[src/rtl/rn_pkg.sv]
package rn_pkg;
  localparam int unsigned PHYS_REGS = 14;
  localparam int unsigned ARCH_REGS = 8;
  localparam int unsigned WORD_W    = 32;
  localparam int unsigned RET_WIDTH = 2;
endpackage

[src/rtl/rn_free_pool.sv]
module rn_free_pool #(
  parameter int unsigned N = 14,
  localparam int unsigned IW = (N > 1) ? $clog2(N) : 1
) (
  input  logic          clk_i,
  input  logic          rst_ni,
  input  logic          flush_i,
  input  logic          take_i,
  input  logic [N-1:0]  give_i,
  output logic          avail_o,
  output logic [IW-1:0] pick_o
);
  logic [N-1:0] free_q;
  logic [N-1:0] take_mask;

  // lowest free index wins
  always_comb begin
    pick_o = '0;
    for (int i = N - 1; i >= 0; i--) begin
      if (free_q[i]) pick_o = IW'(i);
    end
  end

  assign avail_o   = |free_q;
  assign take_mask = take_i ? (N'(1) << pick_o) : '0;

  always_ff @(posedge clk_i or negedge rst_ni) begin
    if (!rst_ni)      free_q <= '1;
    else if (flush_i) free_q <= '1;
    else              free_q <= (free_q | give_i) & ~take_mask;
  end
endmodule

[src/rtl/rn_order_q.sv]
module rn_order_q #(
  parameter int unsigned DEPTH = 14,
  parameter int unsigned AW    = 3,
  parameter int unsigned TW    = 4,
  parameter int unsigned RN    = 2,
  localparam int unsigned PW = $clog2(DEPTH),
  localparam int unsigned CW = $clog2(DEPTH + 1)
) (
  input  logic          clk_i,
  input  logic          rst_ni,
  input  logic          flush_i,
  input  logic          push_i,
  input  logic [AW-1:0] push_arch_i,
  input  logic [TW-1:0] push_tag_i,
  input  logic [CW-1:0] pop_i,
  output logic [RN-1:0] slot_vld_o,
  output logic [AW-1:0] slot_arch_o [RN],
  output logic [TW-1:0] slot_tag_o  [RN]
);
  logic [AW-1:0] arch_q [DEPTH];
  logic [TW-1:0] tag_q  [DEPTH];
  logic [PW-1:0] head_q, tail_q;
  logic [CW-1:0] cnt_q;

  function automatic logic [PW-1:0] wrap(input logic [PW:0] v);
    return (v >= (PW+1)'(DEPTH)) ? PW'(v - (PW+1)'(DEPTH)) : PW'(v);
  endfunction

  for (genvar i = 0; i < RN; i++) begin : g_slot
    logic [PW-1:0] idx;
    assign idx            = wrap({1'b0, head_q} + (PW+1)'(i));
    assign slot_vld_o[i]  = cnt_q > CW'(i);
    assign slot_arch_o[i] = arch_q[idx];
    assign slot_tag_o[i]  = tag_q[idx];
  end

  always_ff @(posedge clk_i or negedge rst_ni) begin
    if (!rst_ni) begin
      head_q <= '0;
      tail_q <= '0;
      cnt_q  <= '0;
      for (int i = 0; i < DEPTH; i++) begin
        arch_q[i] <= '0;
        tag_q[i]  <= '0;
      end
    end else if (flush_i) begin
      head_q <= '0;
      tail_q <= '0;
      cnt_q  <= '0;
    end else begin
      if (push_i) begin
        arch_q[tail_q] <= push_arch_i;
        tag_q[tail_q]  <= push_tag_i;
        tail_q         <= wrap({1'b0, tail_q} + (PW+1)'(1));
      end
      head_q <= wrap({1'b0, head_q} + (PW+1)'(pop_i));
      cnt_q  <= cnt_q + CW'(push_i) - pop_i;
    end
  end
endmodule

[src/rtl/rn_spec_map.sv]
module rn_spec_map #(
  parameter int unsigned NA = 8,
  parameter int unsigned TW = 4,
  parameter int unsigned RN = 2,
  localparam int unsigned AW = $clog2(NA)
) (
  input  logic          clk_i,
  input  logic          rst_ni,
  input  logic          flush_i,
  input  logic          set_i,
  input  logic [AW-1:0] set_arch_i,
  input  logic [TW-1:0] set_tag_i,
  input  logic [RN-1:0] clr_i,
  input  logic [AW-1:0] clr_arch_i [RN],
  input  logic [TW-1:0] clr_tag_i  [RN],
  input  logic [AW-1:0] rd_arch_i,
  output logic          rd_mapped_o,
  output logic [TW-1:0] rd_tag_o
);
  logic [NA-1:0] vld_q;
  logic [TW-1:0] tag_q [NA];

  assign rd_mapped_o = vld_q[rd_arch_i];
  assign rd_tag_o    = tag_q[rd_arch_i];

  always_ff @(posedge clk_i or negedge rst_ni) begin
    if (!rst_ni) begin
      vld_q <= '0;
      for (int i = 0; i < NA; i++) tag_q[i] <= '0;
    end else if (flush_i) begin
      vld_q <= '0;
    end else begin
      // drop a mapping only if it still names the retiring tag
      for (int i = 0; i < RN; i++) begin
        if (clr_i[i] && vld_q[clr_arch_i[i]] && tag_q[clr_arch_i[i]] == clr_tag_i[i])
          vld_q[clr_arch_i[i]] <= 1'b0;
      end
      // a new allocation overrides any clear above
      if (set_i) begin
        vld_q[set_arch_i] <= 1'b1;
        tag_q[set_arch_i] <= set_tag_i;
      end
    end
  end
endmodule

[src/rtl/rn_regs.sv]
module rn_regs #(
  parameter int unsigned NP = 14,
  parameter int unsigned NA = 8,
  parameter int unsigned DW = 32,
  parameter int unsigned RN = 2,
  localparam int unsigned TW = $clog2(NP),
  localparam int unsigned AW = $clog2(NA)
) (
  input  logic          clk_i,
  input  logic          rst_ni,
  input  logic          pw_en_i,
  input  logic [TW-1:0] pw_tag_i,
  input  logic [DW-1:0] pw_data_i,
  input  logic [RN-1:0] cm_en_i,
  input  logic [AW-1:0] cm_arch_i [RN],
  input  logic [TW-1:0] cm_tag_i  [RN],
  input  logic [AW-1:0] rd_arch_i,
  output logic [DW-1:0] rd_data_o
);
  logic [DW-1:0] phys_q [NP];
  logic [DW-1:0] arch_q [NA];

  assign rd_data_o = arch_q[rd_arch_i];

  always_ff @(posedge clk_i or negedge rst_ni) begin
    if (!rst_ni) begin
      for (int i = 0; i < NP; i++) phys_q[i] <= '0;
    end else if (pw_en_i) begin
      phys_q[pw_tag_i] <= pw_data_i;
    end
  end

  // younger slot written last so it wins on a shared destination
  always_ff @(posedge clk_i or negedge rst_ni) begin
    if (!rst_ni) begin
      for (int i = 0; i < NA; i++) arch_q[i] <= '0;
    end else begin
      for (int i = 0; i < RN; i++) begin
        if (cm_en_i[i]) arch_q[cm_arch_i[i]] <= phys_q[cm_tag_i[i]];
      end
    end
  end
endmodule

[src/rtl/rename_pool.sv]
module rename_pool #(
  parameter int unsigned NUM_PHYS = rn_pkg::PHYS_REGS,
  parameter int unsigned NUM_ARCH = rn_pkg::ARCH_REGS,
  parameter int unsigned DATA_W   = rn_pkg::WORD_W,
  parameter int unsigned RET_N    = rn_pkg::RET_WIDTH,
  localparam int unsigned TAG_W  = $clog2(NUM_PHYS),
  localparam int unsigned ARCH_W = $clog2(NUM_ARCH)
) (
  input  logic                    clk_i,
  input  logic                    rst_ni,
  input  logic                    flush_i,
  input  logic                    alloc_valid_i,
  input  logic [ARCH_W-1:0]       alloc_arch_i,
  output logic                    alloc_ready_o,
  output logic [TAG_W-1:0]        alloc_tag_o,
  input  logic                    cmpl_valid_i,
  input  logic [TAG_W-1:0]        cmpl_tag_i,
  input  logic [DATA_W-1:0]       cmpl_data_i,
  input  logic                    cmpl_exc_i,
  output logic [RET_N-1:0]        ret_valid_o,
  output logic [RET_N*ARCH_W-1:0] ret_arch_o,
  output logic [RET_N*TAG_W-1:0]  ret_tag_o,
  output logic                    exc_valid_o,
  output logic [ARCH_W-1:0]       exc_arch_o,
  input  logic [ARCH_W-1:0]       rd_arch_i,
  output logic                    rd_mapped_o,
  output logic [TAG_W-1:0]        rd_tag_o,
  output logic [DATA_W-1:0]       rd_data_o
);
  localparam int unsigned CNT_W = $clog2(NUM_PHYS + 1);

  logic                avail, take, cmpl_en;
  logic [NUM_PHYS-1:0] done_q, exc_q, give_mask;
  logic [RET_N-1:0]    slot_vld, go, wr;
  logic [ARCH_W-1:0]   slot_arch [RET_N];
  logic [TAG_W-1:0]    slot_tag  [RET_N];
  logic [CNT_W-1:0]    pop_cnt;

  assign alloc_ready_o = avail && !flush_i;
  assign take          = alloc_valid_i && alloc_ready_o;
  assign cmpl_en       = cmpl_valid_i && !flush_i;

  // slot i retires only behind a normal retirement in slot i-1
  always_comb begin
    go = '0;
    wr = '0;
    for (int i = 0; i < RET_N; i++) begin
      if (i == 0)
        go[i] = !flush_i && slot_vld[i] && done_q[slot_tag[i]];
      else
        go[i] = wr[i-1] && slot_vld[i] && done_q[slot_tag[i]] && !exc_q[slot_tag[i]];
      wr[i] = go[i] && !exc_q[slot_tag[i]];
    end
  end

  always_comb begin
    pop_cnt   = '0;
    give_mask = '0;
    for (int i = 0; i < RET_N; i++) begin
      pop_cnt = pop_cnt + CNT_W'(go[i]);
      if (go[i]) give_mask[slot_tag[i]] = 1'b1;
    end
  end

  assign ret_valid_o = wr;
  assign exc_valid_o = go[0] && exc_q[slot_tag[0]];
  assign exc_arch_o  = slot_arch[0];

  for (genvar i = 0; i < RET_N; i++) begin : g_ret
    assign ret_arch_o[i*ARCH_W +: ARCH_W] = slot_arch[i];
    assign ret_tag_o[i*TAG_W +: TAG_W]    = slot_tag[i];
  end

  always_ff @(posedge clk_i or negedge rst_ni) begin
    if (!rst_ni) begin
      done_q <= '0;
      exc_q  <= '0;
    end else if (flush_i) begin
      done_q <= '0;
    end else begin
      for (int i = 0; i < RET_N; i++) begin
        if (go[i]) done_q[slot_tag[i]] <= 1'b0;
      end
      if (cmpl_en) begin
        done_q[cmpl_tag_i] <= 1'b1;
        exc_q[cmpl_tag_i]  <= cmpl_exc_i;
      end
    end
  end

  rn_free_pool #(.N(NUM_PHYS)) u_pool (
    .clk_i   (clk_i),
    .rst_ni  (rst_ni),
    .flush_i (flush_i),
    .take_i  (take),
    .give_i  (give_mask),
    .avail_o (avail),
    .pick_o  (alloc_tag_o)
  );

  rn_order_q #(.DEPTH(NUM_PHYS), .AW(ARCH_W), .TW(TAG_W), .RN(RET_N)) u_order (
    .clk_i       (clk_i),
    .rst_ni      (rst_ni),
    .flush_i     (flush_i),
    .push_i      (take),
    .push_arch_i (alloc_arch_i),
    .push_tag_i  (alloc_tag_o),
    .pop_i       (pop_cnt),
    .slot_vld_o  (slot_vld),
    .slot_arch_o (slot_arch),
    .slot_tag_o  (slot_tag)
  );

  rn_spec_map #(.NA(NUM_ARCH), .TW(TAG_W), .RN(RET_N)) u_map (
    .clk_i       (clk_i),
    .rst_ni      (rst_ni),
    .flush_i     (flush_i),
    .set_i       (take),
    .set_arch_i  (alloc_arch_i),
    .set_tag_i   (alloc_tag_o),
    .clr_i       (go),
    .clr_arch_i  (slot_arch),
    .clr_tag_i   (slot_tag),
    .rd_arch_i   (rd_arch_i),
    .rd_mapped_o (rd_mapped_o),
    .rd_tag_o    (rd_tag_o)
  );

  rn_regs #(.NP(NUM_PHYS), .NA(NUM_ARCH), .DW(DATA_W), .RN(RET_N)) u_regs (
    .clk_i     (clk_i),
    .rst_ni    (rst_ni),
    .pw_en_i   (cmpl_en),
    .pw_tag_i  (cmpl_tag_i),
    .pw_data_i (cmpl_data_i),
    .cm_en_i   (wr),
    .cm_arch_i (slot_arch),
    .cm_tag_i  (slot_tag),
    .rd_arch_i (rd_arch_i),
    .rd_data_o (rd_data_o)
  );
endmodule

[config.mk]
export PLATFORM = sky130hd
export DESIGN_NAME = rename_pool
export DESIGN_NICKNAME = d
export VERILOG_FILES = /design/src/rtl/rn_pkg.sv /design/src/rtl/rn_free_pool.sv /design/src/rtl/rn_order_q.sv /design/src/rtl/rn_spec_map.sv /design/src/rtl/rn_regs.sv /design/src/rtl/rename_pool.sv
export SDC_FILE = /design/constraint.sdc
export NUM_CORES = 2
export LEC_CHECK = 0
export BUFFER_PORTS_ARGS = -buffer_cell sky130_fd_sc_hd__buf_2
export CAP_MARGIN = 20
export CORE_AREA = 2 2 341 343
export CTS_CLUSTER_SIZE = 10
export DETAILED_ROUTE_END_ITERATION = 12
export DIE_AREA = 0 0 343 345
export GPL_TIMING_DRIVEN = 1
export PLACE_DENSITY_LB_ADDON = 0.1
export SLEW_MARGIN = 20
export SYNTH_ARGS = -nofsm -noshare
export SYNTH_HDL_FRONTEND = slang
export SYNTH_SLANG_ARGS = --single-unit
[constraint.sdc]
create_clock -name clk_i -period 15.81 [get_ports clk_i]
set_input_delay 3.162 -clock clk_i [delete_from_list [all_inputs] [get_ports clk_i]]
set_output_delay 3.162 -clock clk_i [all_outputs]
set_load 0.01 [all_outputs]
==> results.txt <==
Setup crit end kind = output pin
cts hold-fix bufs = 0
worst min-delay path class = flip-flop to flip-flop
Post-Layout Cell Count = 6213
GRT Util Overall = 0.290
leakage power = 23.3 nW
Detail Route Antenna Nets = 0
Avg Cell Area, Syn = 10.9 µm²
DIE WIDTH = 343 µm
Yosys top cell area share = 0.430
Most used DFF post-synth = dfrtp_1
WP data required = 12.65 ns
Post-CTS Setup Repair Bufs = 0
MaxCap Viol Count = 0
Synth Area in Compound Gates = 0.0906
CTS clk-pin slew, worst paths = 0.05 ns
Crit Path Max Fanout = 110
FF+latch count, synth = 896
synthesized cell area = 51300 µm²
RSZ-0062 raised after global routing = no
H-tree level count = 3
status = finished, final reports clean
vias in the first global route = 38200
Sink Count = 896
total die area = 118000 µm²
via count = 38500
VDD IR max = 83.6 µV
Post-synth ARST share = 1.00
I/O pin count = 110
Chip Height = 345 µm
Area Overhead vs Synth = 8.90%
share of layout cells above drive strength 1 = 0.220
CTS Root Cell = clkbuf_16
Sum Neg Setup Slack = 0 ns
leading area contributor after synthesis = dfrtp_1
Syn Nets = 4780
Placed Instances = 6049
Final Hold Vio Count = 0
Startpoint Class = flip-flop
Post-route DRC = 0
initial DRC count = 3804
FMAX = 89.5 MHz
Tcrit/Tclk final = 0.706
Final Slew Violations = 0
Util after Layout = 0.485
Mapped Cells = 4710
routability cong. = 0.903
total gr overflow = 0
Initial Util = 0.446
Worst-Skew Late Latency = 0.70 ns
fin area = 55900 µm²
Post-Synth Simple-Gate Area = 0.117
Longest Clk Path Bufs = 3
pin count of the biggest net entering global routing = 158
global-route wire length before repair = 259000 µm
critical path type = flip-flop to output pin
Unique masters post-synth = 105
Num CTS Buffers = 105
top cells by area, synth = dfrtp_1 (43%), mux2i_1 (15%), mux2_2 (10%), nand2_1 (5.4%), mux4_2 (5.4%)
port bufs = 109
Setup-failing EPs final = 0
adder-cell share of the synthesized area = 0.00585
XOR/XNOR Fraction of Synth Area = 0.00239
Final Net Count = 4702
via/cell ratio = 6.19
Seq/Total Area, Yosys = 0.437
CTS-repair resized insts = 0
commonest non-fill, non-tap cells in the layout = dfrtp_1 (881), mux2i_1 (759), nand2_1 (728), mux2_2 (457), nand3_1 (242)
commonest non-fill, non-tap cell in the layout = dfrtp_1
min Tclk post-route = 11.17 ns
Fin Clk Skew = 0.0348 ns
WL/cell = 27.7 µm
initial antenna violation count = 16
CORE AREA = 115000 µm²
EDFF count, synth = 0
YS warnings = 0
DPL Wire Length = 101000 µm
Post-DP Area = 52800 µm²
largest family of logic cells by synthesized area = multiplexers
Slew HR = 0.229
routed wire length = 172000 µm
worst hold slack = 0.500 ns
Worst EP arrival = 8.01 ns
placement row count = 125
post-synthesis mux area share = 0.303
Tightest Pin Transition = 1.15 ns
Pwr Density = 120 nW/µm²
CTS tree = yes
Pre-antenna DRT Iters = 9
==> per-stage QoR <==
step	setup slack, ns	power (mW)
after floorplan	7.68	3.87
after global placement	5.79	4.48
after detailed placement	5.62	4.50
after CTS	4.82	6.76
after global routing	4.31	7.04
final	4.64	6.73
==> Yosys cell counts (all sizes together) (9+ instances only) <==
| library cell | instances |
|---|---|
| a2111oi | 9 |
| and3 | 21 |
| a211oi | 75 |
| nor2b | 15 |
| dfstp | 14 |
| nor3 | 30 |
| ha | 20 |
| nand2 | 738 |
| o211ai | 85 |
| a311oi | 10 |
| nand2b | 78 |
| nor3b | 9 |
| nor2 | 65 |
| inv | 61 |
| mux2i | 759 |
| nor4 | 22 |
| nand3 | 246 |
| xnor2 | 9 |
| clkbuf | 234 |
| nand4 | 23 |
| mux2 | 460 |
| a22o | 32 |
| buf | 166 |
| a21oi | 64 |
| dfrtp | 882 |
| a221oi | 9 |
| a222oi | 33 |
| mux4 | 122 |
| o21ai | 251 |
==> metal layers <==
layer  vias up  wire (µm)  GRT usage
met4        16       3750     0.0756
met1     19900      80700      0.432
met5         -        109          0
met3       235      10900     0.0447
met2      1291      76800      0.438
li1      17000          -          -
==> logic make-up (layout without fill, tap and decap cells) <==
family	count (synthesis)	count (layout)
compound gates	676	676
xor+xnor	14	14
fa+ha+maj	23	23
buf+inv	466	442
flops	896	896
mux	1341	1341
other cells	0	3
simple gates	1294	1294
==> power by group <==
group / total (mW) / internal [mW] / switching, mW
Clock: 2.24 / 1.26 / 0.976
Combinational: 1.65 / 0.656 / 0.993
Sequential: 2.84 / 2.60 / 0.237
Total: 6.73 / 4.52 / 2.21
==> worst max-delay path, cell delays in order, from the launching register on <==
cell	delay [ns]
dfrtp_1	0.73
ha_1	0.45
nand4b_1	0.50
nand2_4	0.44
mux2_1	0.37
o2111ai_1	0.26
or2_1	0.53
clkinv_8	0.57
buf_4	0.67
mux4_2	0.58
a211oi_1	0.40
nor4_4	0.05
buf_4	0.24
a2111oi_4	0.56
nand2_1	0.30
inv_1	0.12
buf_2	0.13
==> registers in the layout, summed over array words and instances (netlist names) <==
| name | flops |
|---|---|
| done_q | 14 |
| exc_q | 14 |
| u_map.tag_q | 32 |
| u_map.vld_q | 8 |
| u_order.arch_q | 42 |
| u_order.cnt_q | 4 |
| u_order.head_q | 4 |
| u_order.tag_q | 56 |
| u_order.tail_q | 4 |
| u_pool.free_q | 14 |
| u_regs.arch_q | 256 |
| u_regs.phys_q | 448 |
==> final timing paths <==
check                                                from                        endpoint  depth (start not counted)  slack [ns]
max reg2reg                   u_order.head_q[1]$_DFF_PN0_     u_order.head_q[2]$_DFF_PN0_                         24        6.22
max in group asynchronous                          rst_ni  u_regs.phys_q[173]$_DFFE_PN0P_                          4       10.47
min reg2reg                u_regs.phys_q[232]$_DFFE_PN0P_  u_regs.phys_q[232]$_DFFE_PN0P_                          2        0.50
min in group asynchronous                          rst_ni  u_order.arch_q[24]$_DFFE_PN0P_                          1        2.49
max                           u_order.head_q[1]$_DFF_PN0_                  ret_valid_o[1]                         16        4.64
min                        u_regs.phys_q[232]$_DFFE_PN0P_  u_regs.phys_q[232]$_DFFE_PN0P_                          2        0.50
==> layout make-up <==
cell class,count,area (µm²)
Antenna cell,3,7.51
Clock buffer,154,2930
Clock inverter,7,96.3
Fill cell,10700,59200
Inverter,66,267
Multi-Input combinational cell,3348,26800
Sequential cell,896,22400
Tap cell,1524,1910
Timing Repair Buffer,215,1420
No activity file was read; power rests on OpenSTA's default activity.
